File: src/rtl/twi_mem_pkg.sv
package twi_mem_pkg;
  typedef enum logic [2:0] {
    ST_IDLE,
    ST_DEV,
    ST_AHI,
    ST_ALO,
    ST_WDAT,
    ST_RDAT
  } phase_t;

  localparam logic [3:0] DEV_PREFIX = 4'b1010;
  localparam logic [3:0] CNT_ARM    = 4'd15;
endpackage

File: src/rtl/twi_line_cond.sv
module twi_line_cond (
  input  logic clk,
  input  logic rst_n,
  input  logic scl_i,
  input  logic sda_i,
  output logic rst_sync_n,
  output logic scl_s,
  output logic sda_s,
  output logic scl_rise,
  output logic scl_fall,
  output logic start_det,
  output logic stop_det
);
  logic [1:0] rst_q;
  logic [1:0] scl_meta_q, sda_meta_q;
  logic       scl_p_q, sda_p_q;

  always_ff @(posedge clk or negedge rst_n) begin
    if (!rst_n) rst_q <= 2'b00;
    else        rst_q <= {rst_q[0], 1'b1};
  end
  assign rst_sync_n = rst_q[1];

  always_ff @(posedge clk or negedge rst_sync_n) begin
    if (!rst_sync_n) begin
      scl_meta_q <= 2'b11;
      sda_meta_q <= 2'b11;
      scl_p_q    <= 1'b1;
      sda_p_q    <= 1'b1;
    end else begin
      scl_meta_q <= {scl_meta_q[0], scl_i};
      sda_meta_q <= {sda_meta_q[0], sda_i};
      scl_p_q    <= scl_meta_q[1];
      sda_p_q    <= sda_meta_q[1];
    end
  end

  assign scl_s     = scl_meta_q[1];
  assign sda_s     = sda_meta_q[1];
  assign scl_rise  = scl_s & ~scl_p_q;
  assign scl_fall  = ~scl_s & scl_p_q;
  assign start_det = scl_s & scl_p_q & sda_p_q & ~sda_s;
  assign stop_det  = scl_s & scl_p_q & ~sda_p_q & sda_s;
endmodule

File: src/rtl/twi_page_store.sv
module twi_page_store #(
  parameter int ADDR_W    = 8,
  parameter int WR_CYCLES = 250000
) (
  input  logic              clk,
  input  logic              rst_n,
  input  logic              wr_en,
  input  logic [ADDR_W-1:0] wr_addr,
  input  logic [7:0]        wr_data,
  input  logic              commit,
  input  logic [ADDR_W-1:0] rd_addr,
  output logic [7:0]        rd_data,
  output logic              busy
);
  localparam int DEPTH = 1 << ADDR_W;
  localparam int CW    = $clog2(WR_CYCLES + 1);

  logic [7:0]    mem [DEPTH];
  logic [CW-1:0] tmr_q, tmr_d;

  always_ff @(posedge clk) begin
    if (wr_en) mem[wr_addr] <= wr_data;
  end
  assign rd_data = mem[rd_addr];

  always_comb begin
    tmr_d = tmr_q;
    if (commit)            tmr_d = CW'(WR_CYCLES);
    else if (tmr_q != '0)  tmr_d = tmr_q - 1'b1;
  end

  always_ff @(posedge clk or negedge rst_n) begin
    if (!rst_n) tmr_q <= '0;
    else        tmr_q <= tmr_d;
  end

  assign busy = (tmr_q != '0);
endmodule

File: src/rtl/twi_mem_target.sv
module twi_mem_target
  import twi_mem_pkg::*;
#(
  parameter int ADDR_W    = 8,
  parameter int PAGE_W    = 5,
  parameter int WR_CYCLES = 250000
) (
  input  logic       clk,
  input  logic       rst_n,
  input  logic       scl_i,
  input  logic       sda_i,
  input  logic [2:0] strap_i,
  output logic       sda_oe_o
);
  localparam logic [ADDR_W-1:0] PAGE_MASK = ADDR_W'((1 << PAGE_W) - 1);

  logic rst_sync_n, scl_s, sda_s, scl_rise, scl_fall, start_det, stop_det;
  phase_t            state_q, state_d;
  logic [3:0]        cnt_q, cnt_d;
  logic [7:0]        sh_q, sh_d, tx_q, tx_d, ahi_q, ahi_d;
  logic [ADDR_W-1:0] addr_q, addr_d, addr_inc, addr_page;
  logic              rw_q, rw_d, mack_q, mack_d, wrote_q, wrote_d, oe_q, oe_d;
  logic              wr_en, commit, busy, rd_load, dev_hit;
  logic [7:0]        rd_data;
  logic [15:0]       word_addr;

  twi_line_cond u_line (
    .clk(clk), .rst_n(rst_n), .scl_i(scl_i), .sda_i(sda_i),
    .rst_sync_n(rst_sync_n), .scl_s(scl_s), .sda_s(sda_s),
    .scl_rise(scl_rise), .scl_fall(scl_fall),
    .start_det(start_det), .stop_det(stop_det)
  );

  twi_page_store #(.ADDR_W(ADDR_W), .WR_CYCLES(WR_CYCLES)) u_store (
    .clk(clk), .rst_n(rst_sync_n), .wr_en(wr_en), .wr_addr(addr_q),
    .wr_data(sh_q), .commit(commit), .rd_addr(addr_q),
    .rd_data(rd_data), .busy(busy)
  );

  assign addr_inc  = addr_q + 1'b1;
  assign addr_page = (addr_q & ~PAGE_MASK) | (addr_inc & PAGE_MASK);
  assign word_addr = {ahi_q, sh_q};
  assign dev_hit   = (sh_q[7:4] == DEV_PREFIX) && (sh_q[3:1] == strap_i) && !busy;

  // next-state logic
  always_comb begin
    state_d = state_q;
    cnt_d   = cnt_q;
    sh_d    = sh_q;
    tx_d    = tx_q;
    ahi_d   = ahi_q;
    addr_d  = addr_q;
    rw_d    = rw_q;
    mack_d  = mack_q;
    wrote_d = wrote_q;
    oe_d    = oe_q;
    wr_en   = 1'b0;
    commit  = 1'b0;
    rd_load = 1'b0;

    if (start_det) begin
      commit  = wrote_q;
      wrote_d = 1'b0;
      state_d = ST_DEV;
      cnt_d   = CNT_ARM;
      oe_d    = 1'b0;
    end else if (stop_det) begin
      commit  = wrote_q;
      wrote_d = 1'b0;
      state_d = ST_IDLE;
      oe_d    = 1'b0;
    end else begin
      if (scl_rise && state_q != ST_IDLE) begin
        if (state_q != ST_RDAT && cnt_q < 4'd8) sh_d = {sh_q[6:0], sda_s};
        if (state_q == ST_RDAT && cnt_q == 4'd8) mack_d = ~sda_s;
      end
      if (scl_fall && state_q != ST_IDLE) begin
        if (cnt_q == CNT_ARM) begin
          cnt_d = 4'd0;
        end else if (state_q == ST_RDAT) begin
          if (cnt_q < 4'd7) begin
            tx_d  = {tx_q[6:0], 1'b0};
            oe_d  = ~tx_q[6];
            cnt_d = cnt_q + 1'b1;
          end else if (cnt_q == 4'd7) begin
            oe_d  = 1'b0;
            cnt_d = 4'd8;
          end else if (mack_q) begin
            rd_load = 1'b1;
          end else begin
            oe_d    = 1'b0;
            state_d = ST_IDLE;
          end
        end else if (cnt_q == 4'd7) begin
          cnt_d = 4'd8;
          case (state_q)
            ST_DEV: begin
              if (dev_hit) begin
                oe_d = 1'b1;
                rw_d = sh_q[0];
              end else begin
                state_d = ST_IDLE;
              end
            end
            ST_AHI: begin
              ahi_d = sh_q;
              oe_d  = 1'b1;
            end
            ST_ALO: begin
              addr_d = word_addr[ADDR_W-1:0];
              oe_d   = 1'b1;
            end
            default: begin
              wr_en   = 1'b1;
              wrote_d = 1'b1;
              addr_d  = addr_page;
              oe_d    = 1'b1;
            end
          endcase
        end else if (cnt_q == 4'd8) begin
          oe_d  = 1'b0;
          cnt_d = 4'd0;
          case (state_q)
            ST_DEV:  if (rw_q) rd_load = 1'b1;
                     else      state_d = ST_AHI;
            ST_AHI:  state_d = ST_ALO;
            default: state_d = ST_WDAT;
          endcase
        end else begin
          cnt_d = cnt_q + 1'b1;
        end
      end
      if (rd_load) begin
        tx_d    = rd_data;
        oe_d    = ~rd_data[7];
        addr_d  = addr_inc;
        state_d = ST_RDAT;
        cnt_d   = 4'd0;
      end
    end
  end

  // state registers
  always_ff @(posedge clk or negedge rst_sync_n) begin
    if (!rst_sync_n) begin
      state_q <= ST_IDLE;
      cnt_q   <= 4'd0;
      sh_q    <= 8'd0;
      tx_q    <= 8'd0;
      ahi_q   <= 8'd0;
      addr_q  <= '0;
      rw_q    <= 1'b0;
      mack_q  <= 1'b0;
      wrote_q <= 1'b0;
      oe_q    <= 1'b0;
    end else begin
      state_q <= state_d;
      cnt_q   <= cnt_d;
      sh_q    <= sh_d;
      tx_q    <= tx_d;
      ahi_q   <= ahi_d;
      addr_q  <= addr_d;
      rw_q    <= rw_d;
      mack_q  <= mack_d;
      wrote_q <= wrote_d;
      oe_q    <= oe_d;
    end
  end

  assign sda_oe_o = oe_q;
endmodule

File: config.mk
export PLATFORM = sky130hd
export DESIGN_NAME = twi_mem_target
export DESIGN_NICKNAME = d
export VERILOG_FILES = /design/src/rtl/twi_mem_pkg.sv /design/src/rtl/twi_line_cond.sv /design/src/rtl/twi_page_store.sv /design/src/rtl/twi_mem_target.sv
export SDC_FILE = /design/constraint.sdc
export NUM_CORES = 2
export LEC_CHECK = 0
export BUFFER_PORTS_ARGS = -buffer_cell sky130_fd_sc_hd__buf_2
export CAP_MARGIN = 5
export CORE_MARGIN = 1.5
export CORE_UTILIZATION = 30
export CTS_CLUSTER_SIZE = 28
export DETAILED_ROUTE_END_ITERATION = 8
export GPL_ROUTABILITY_DRIVEN = 0
export PLACE_DENSITY = 0.44
export SLEW_MARGIN = 40
export SYNTH_ARGS = -nofsm -noshare
export SYNTH_HDL_FRONTEND = slang
export SYNTH_HIERARCHICAL = 1
export SYNTH_SLANG_ARGS = --single-unit
File: constraint.sdc
create_clock -name clk -period 5.84 [get_ports clk]
set_clock_uncertainty 0.1 [all_clocks]
set_input_delay 0.584 -clock clk [delete_from_list [all_inputs] [get_ports clk]]
set_output_delay 0.584 -clock clk [all_outputs]
set_load 0.05 [all_outputs]
## Yosys cells after proc, flatten, opt, wreduce, memory -nomap -nowiden

Memory sizes are Yosys's and may differ from the RTL's.
Index checks and enable logic that the tools add are counted.

| cells by class | value |
|---|---|
| $add $sub $neg | 3 |
| $mul | 0 |
| divide/modulo/power cells | 0 |
| $lt $le $gt $ge | 2 |
| equal/unequal tests | 27 |
| shift-type cells | 0 |
| muxes and demuxes | 81 |
| bitwise operators | 18 |
| reduce and logical (&&, ||, !) cells | 30 |

Operators by type and width:

| operator | count |
|---|---|
| 1-bit two-way mux | 43 |
| 3-bit two-way mux | 14 |
| 4-bit two-way mux | 10 |
| 8-bit two-way mux | 5 |
| 18-bit two-way mux | 2 |
| 7-bit two-way mux | 5 |
| 5-bit by 4-bit != test with 1-bit output (second input constant) | 4 |
| 18-bit nonzero test | 1 |
| 18-bit by 1-bit subtractor with 18-bit output (second input constant) | 1 |
| 8-bit case mux with 2 select lines | 1 |
| 7-bit != test (second input constant) | 2 |
| 4-bit == test (second input constant) | 3 |
| 3-bit nonzero test | 4 |
| 1-bit NOT | 10 |
| 5-bit AND reduction | 2 |
| 2-bit nonzero test | 5 |
| 3-bit != test (second input constant) | 3 |
| 9-bit AND reduction | 1 |
| 8-bit by 1-bit adder with 8-bit output (second input constant) | 1 |
| 8-bit by 5-bit bitwise OR with 8-bit output | 1 |
| 4-bit AND reduction | 2 |
| 8-bit AND reduction | 1 |
| 1-bit bitwise AND | 7 |
| 7-bit by 4-bit != test with 1-bit output (second input constant) | 1 |
| 24 further kinds | 32 |

| word-level totals | value |
|---|---|
| register bits after elaboration | 60 |
| latch bits | 0 |
| memory bits (writable) | 2048 |
| bits in read-only memories | 0 |
| output and inout bits | 1 |
| memories | 1 |

Memory list:

| name | words | width | read ports | clocked after Yosys merged registers in | write ports | RTL line | RTL |
|---|---|---|---|---|---|---|---|
| u_store.mem | 256 | 8 | 1 | 0 | 1 | twi_page_store.sv:18 | `logic [7:0] mem [DEPTH];` |

## Longest topological paths before layout

| logic depth | value |
|---|---|
| depth in word-level cells | 12 |
| mapped depth | 14 |
| gate-level depth less buffers | 10 |

## By module

Netlist, hierarchy kept.

Modules (own cells, without submodules):

| module | instances | cells each | area each (µm²) | seq. area each (µm²) |
|---|---|---|---|---|
| twi_page_store | 1 | 3923 | 79937.9 | 61949.4 |
| twi_mem_target | 1 | 232 | 2153.3 | 850.8 |
| twi_line_cond | 1 | 13 | 244.0 | 207.7 |

## Worst setup path before layout

No wires, ideal clock.

| path | value |
|---|---|
| kind | register to register |
| from | register sh_q[6] |
| to | register state_q[1] |
| data arrival time | 4.582 ns |
| path slack | 1.038 ns |
| cell stages (with the launch flop) | 6 |
| path buffers | 0 |
| clock period less this slack | 4.802 ns |
| cell sequence | dfrtp_1 -> nor2_1 -> and3_1 -> a2111oi_0 -> o21ai_0 -> a31o_2 |

| on the way | value |
|---|---|
| cells in the longest elaborated chain, start to end | 5 |

RTL lines:

| item | RTL line | RTL |
|---|---|---|
| start: declaration | twi_mem_target.sv:20 | `logic [7:0] sh_q, sh_d, tx_q, tx_d, ahi_q, ahi_d;` |
| start signal: assignment | twi_mem_target.sv:148 | `sh_q <= 8'd0;` |
| start signal: assignment | twi_mem_target.sv:159 | `sh_q <= sh_d;` |
| 4-bit == test | twi_mem_target.sv:43 | `assign dev_hit = (sh_q[7:4] == DEV_PREFIX) && (sh_q[3:1] == strap_i) && !busy;` |
| 1-bit logical AND (2 in series) | twi_mem_target.sv:43 |  |
| 5-bit by 4-bit != test with 1-bit output (no line) | -- |  |
| 9-bit AND reduction (no line) | -- |  |
| end signal: assignment | twi_mem_target.sv:157 | `state_q <= state_d;` |
| end: declaration | twi_mem_target.sv:18 | `phase_t state_q, state_d;` |

No other way between the ends.
A chain may end at the register's enable or synchronous reset.

## Final worst setup path

| path | value |
|---|---|
| from | register addr_q[1] |
| to | register tx_q[0] |

| on the way | value |
|---|---|
| cells in the longest elaborated chain, start to end | 2 |

RTL lines:

| item | RTL line | RTL |
|---|---|---|
| start: declaration | twi_mem_target.sv:21 | `logic [ADDR_W-1:0] addr_q, addr_d, addr_inc, addr_page;` |
| start signal: assignment | twi_mem_target.sv:162 | `addr_q <= addr_d;` |
| memory read 256 x 8 bit | -- |  |
| via rd_data[0] | twi_mem_target.sv:24 | `logic [7:0] rd_data;` |
| 7-bit two-way mux | twi_mem_target.sv:133 | `if (rd_load) begin` |
| end signal: assignment | twi_mem_target.sv:160 | `tx_q <= tx_d;` |
| end: declaration | twi_mem_target.sv:20 |  |

The timed path passes the listed nets, and every way through them passes these cells.

==> out/metrics.cfg <==
[yosys]
avgSynthCellArea_um2=19.8
syn_area_um2=82300
synth_nets=4179
synth.area.top_cells=edfxtp_1 75%, mux4_2 12%, mux2i_1 2.1%, dfrtp_1 1.6%, a22oi_1 1.5%
netlist.area_leader.share_pct=74.7
yosysUniqueCellTypes=80
synth_edf_count=2048
synth_ff_type=edfxtp_1
synth_seq_cells=2108
synth_top_area_cell=edfxtp_1
yosys_warnings=6
synth_seq_area_share_pct=76.5
async_flop_share_pct=2.85
synthCells=4168

[clock_network]
clkSinkCount=2108
clk_root_buffer_cell=clkbuf_16
htree_num_levels=4
postCtsSetupBuffers=0
hold_buffers=4
ctsResizeCount=0
clk_path_buf_depth=4
cts_tree=yes
numCtsBuffers=225
clock_latency_ns=0.90
clkTransAtPathRegs_ns=0.06

[power]
vdd_drop_max_mv=0.319
p_per_area_nw_per_um2=447
power_leakage_nw=28.4

[detailed_routing]
vias=41500
top_layer_used=met5
wl_per_cell_um=28.6
antenna_left=0
routedLengthMet1_um=104000
vias_per_cell=5.15
wl_met3_um=12000
drt_iter0_drc=3794
first_pass_iters=5
drc_errors=0
wl_met2_um=109000
wirelength_um=230000

[worst_setup_path]
crit_path_top_delay_cell=dfrtp_4
path_depth=7
path_class=reg -> reg
critPathMaxStageDelay_ns=0.93
critPathRequiredTime_ns=6.58
r2r_end=tx_q[0]
ff2ff_path_depth=7
critPathLaunchType=flop
critPathTopFamily=compound AO/OA/AOI/OAI gates
end_kind=flop
worstPathMaxFanout=42
cp.buffers_inverters=0
rrSetupSlack_ns=1.30
crit_top_cell=nor4_1
rr_startpoint=addr_q[1]
crit_chain=nand2_2, o221ai_1, o21ai_1, a211oi_1, nor4_1, nor4_1, a32o_1
endpoint=tx_q[0]
worstSetupStartpoint=addr_q[1]
crit_arrival_ns=5.28

[global_routing]
grt_pass1_wl_um=326000
grt_pass1_vias=41800
overflow=0
grt_start_max_net_pins=184
grt.total_usage_pct=16.3
antenna_found_initial=3

[status]
status=completed

[sta]
maxSlewHeadroom_pct=38.0
slew_violations=0
fin_crit_ns=4.54
fin_crit_sh_pct=77.8
final-setup-viol-count=0
rsz0062_at_grt=no
finalHoldViolations=0
tns_ns=0
clock.fmax_ghz=0.220
tightest_slew_ns=0.907

[floorplan]
start_util_pct=30.1
num_rows=192
die_w_um=527
die_y_um=527
core_area_um2=273000
ioPinCount=8
dieArea_um2=278000

[placed_design]
hpwl_um=141000
numPortBuffers=7

[job]
cap_violations=0

[final_layout]
layout_common_cells=2048 x edfxtp_1, 422 x mux4_2, 228 x clkbuf_16
layout.nets=4304
final_core_util_pct=34.7
seq_area_um2=63100
fillCellCount=25500
drive_gt1_share_pct=25.6
mostFrequentLayoutCell=edfxtp_1
multiInputGateArea_um2=18800
syn2layout_area_growth_pct=15.3

[hold_path]
hp-class=reg -> async

registers in the layout, indices dropped and copies added, names as in the netlist:
signal,flops
u_store/mem,2048
u_store/tmr_q,18
addr_q,8
sh_q,8
tx_q,7
cnt_q,4
state_q,3
u_line/rst_q,2
u_line/scl_meta_q,2
u_line/sda_meta_q,2
mack_q,1
rw_q,1
sda_oe_o,1
u_line/scl_p_q,1
u_line/sda_p_q,1
wrote_q,1
metrics by stage:
stage | hold WS (ns) | power (mW) | area [um^2] | cells | setup slack, ns
3_3_place_gp | 0.240 | 29.1 | 87000 | 7631 | 0.862
6_report | 0.227 | 42.4 | 94900 | 8058 | 1.30
3_5_place_dp | 0.243 | 29.4 | 87800 | 7645 | 1.37
2_1_floorplan | 0.188 | 25.0 | 82300 | 4168 | 1.04
5_1_grt | 0.256 | 44.0 | 94900 | 8056 | 1.22
4_1_cts | 0.224 | 42.9 | 94600 | 8048 | 1.34
Yosys cell counts (7+ instances only):
master,instances
and3_1,11
nand4_1,12
nor4_1,34
a22oi_1,167
buf_2,65
o211ai_1,8
o22ai_1,43
o21ai_0,39
a31oi_1,11
edfxtp_1,2048
inv_1,9
nor3b_1,9
or2_2,15
a21o_1,7
o221ai_1,23
mux4_2,422
nor2b_1,21
nand2_1,71
nand3_1,45
buf_4,17
dfrtp_1,54
a22o_1,16
clkbuf_1,142
a211oi_1,18
nor3_1,39
a21boi_0,9
o21ai_1,19
a311oi_1,7
a211o_1,7
mux2i_1,176
buf_1,29
and3b_1,7
xor2_1,15
nand2b_1,12
a21oi_1,110
a2111oi_0,7
nor2_1,327
mux2_2,11
final cells by class:
cell class	instances	share of cell area [%]
flip-flops and latches	2108	66.4
multi-input cells	1795	19.8
clock buffers	287	6.26
well taps	3589	4.73
repair buffers	153	1.83
clock inverters	112	0.875
inverters	10	0.0395
diodes	4	0.0105
cells by family (layout without fill, tap and decap cells):
family,after synthesis,in the layout,share of synthesized area (%)
AND/OR/NAND/NOR,642,642,3.68
flip-flops,2108,2108,76.5
other,1,5,0.00455
adder cells (fa/ha/maj),4,4,0.0608
buffers and inverters,265,562,1.40
XOR/XNOR,16,16,0.170
multiplexers,609,609,13.8
AO/OA/AOI/OAI,523,523,4.33
power breakdown:
group          total (mW)  internal (mW)  switching, mW
Sequential           18.9           18.1          0.726
Clock                13.4           7.59           5.84
Combinational        10.1           3.58           6.56
Total                42.4           29.3           13.1
worst register-to-register path: cells and delay by family, from the launching register on:
kind             cells  cell delay, ns
AO/OA/AOI/OAI        4            1.79
AND/OR/NAND/NOR      3            1.68
flip-flops           1            0.93
how the worst min path moves through the flow:
stage                          startpoint                    to  slack, ns
after global routing                scl_i  u_line/scl_meta_q[0]       0.26
after detailed placement  u_line/rst_q[0]       u_line/rst_q[1]       0.24
after global placement    u_line/rst_q[0]       u_line/rst_q[1]       0.24
after floorplan                     rst_n       u_line/rst_q[0]       0.19
after CTS                           scl_i  u_line/scl_meta_q[0]       0.22
final                     u_line/rst_q[1]     u_store/tmr_q[17]       0.23
routing by layer:
metal | up-vias | global-route usage [%]
met1 | 22600 | 23.3
met2 | 1109 | 25.9
li1 | 17500 | -
met5 | - | 0
met4 | 2 | 4.68
met3 | 307 | 2.26
Note: power is estimated with default switching activity, not from simulation.
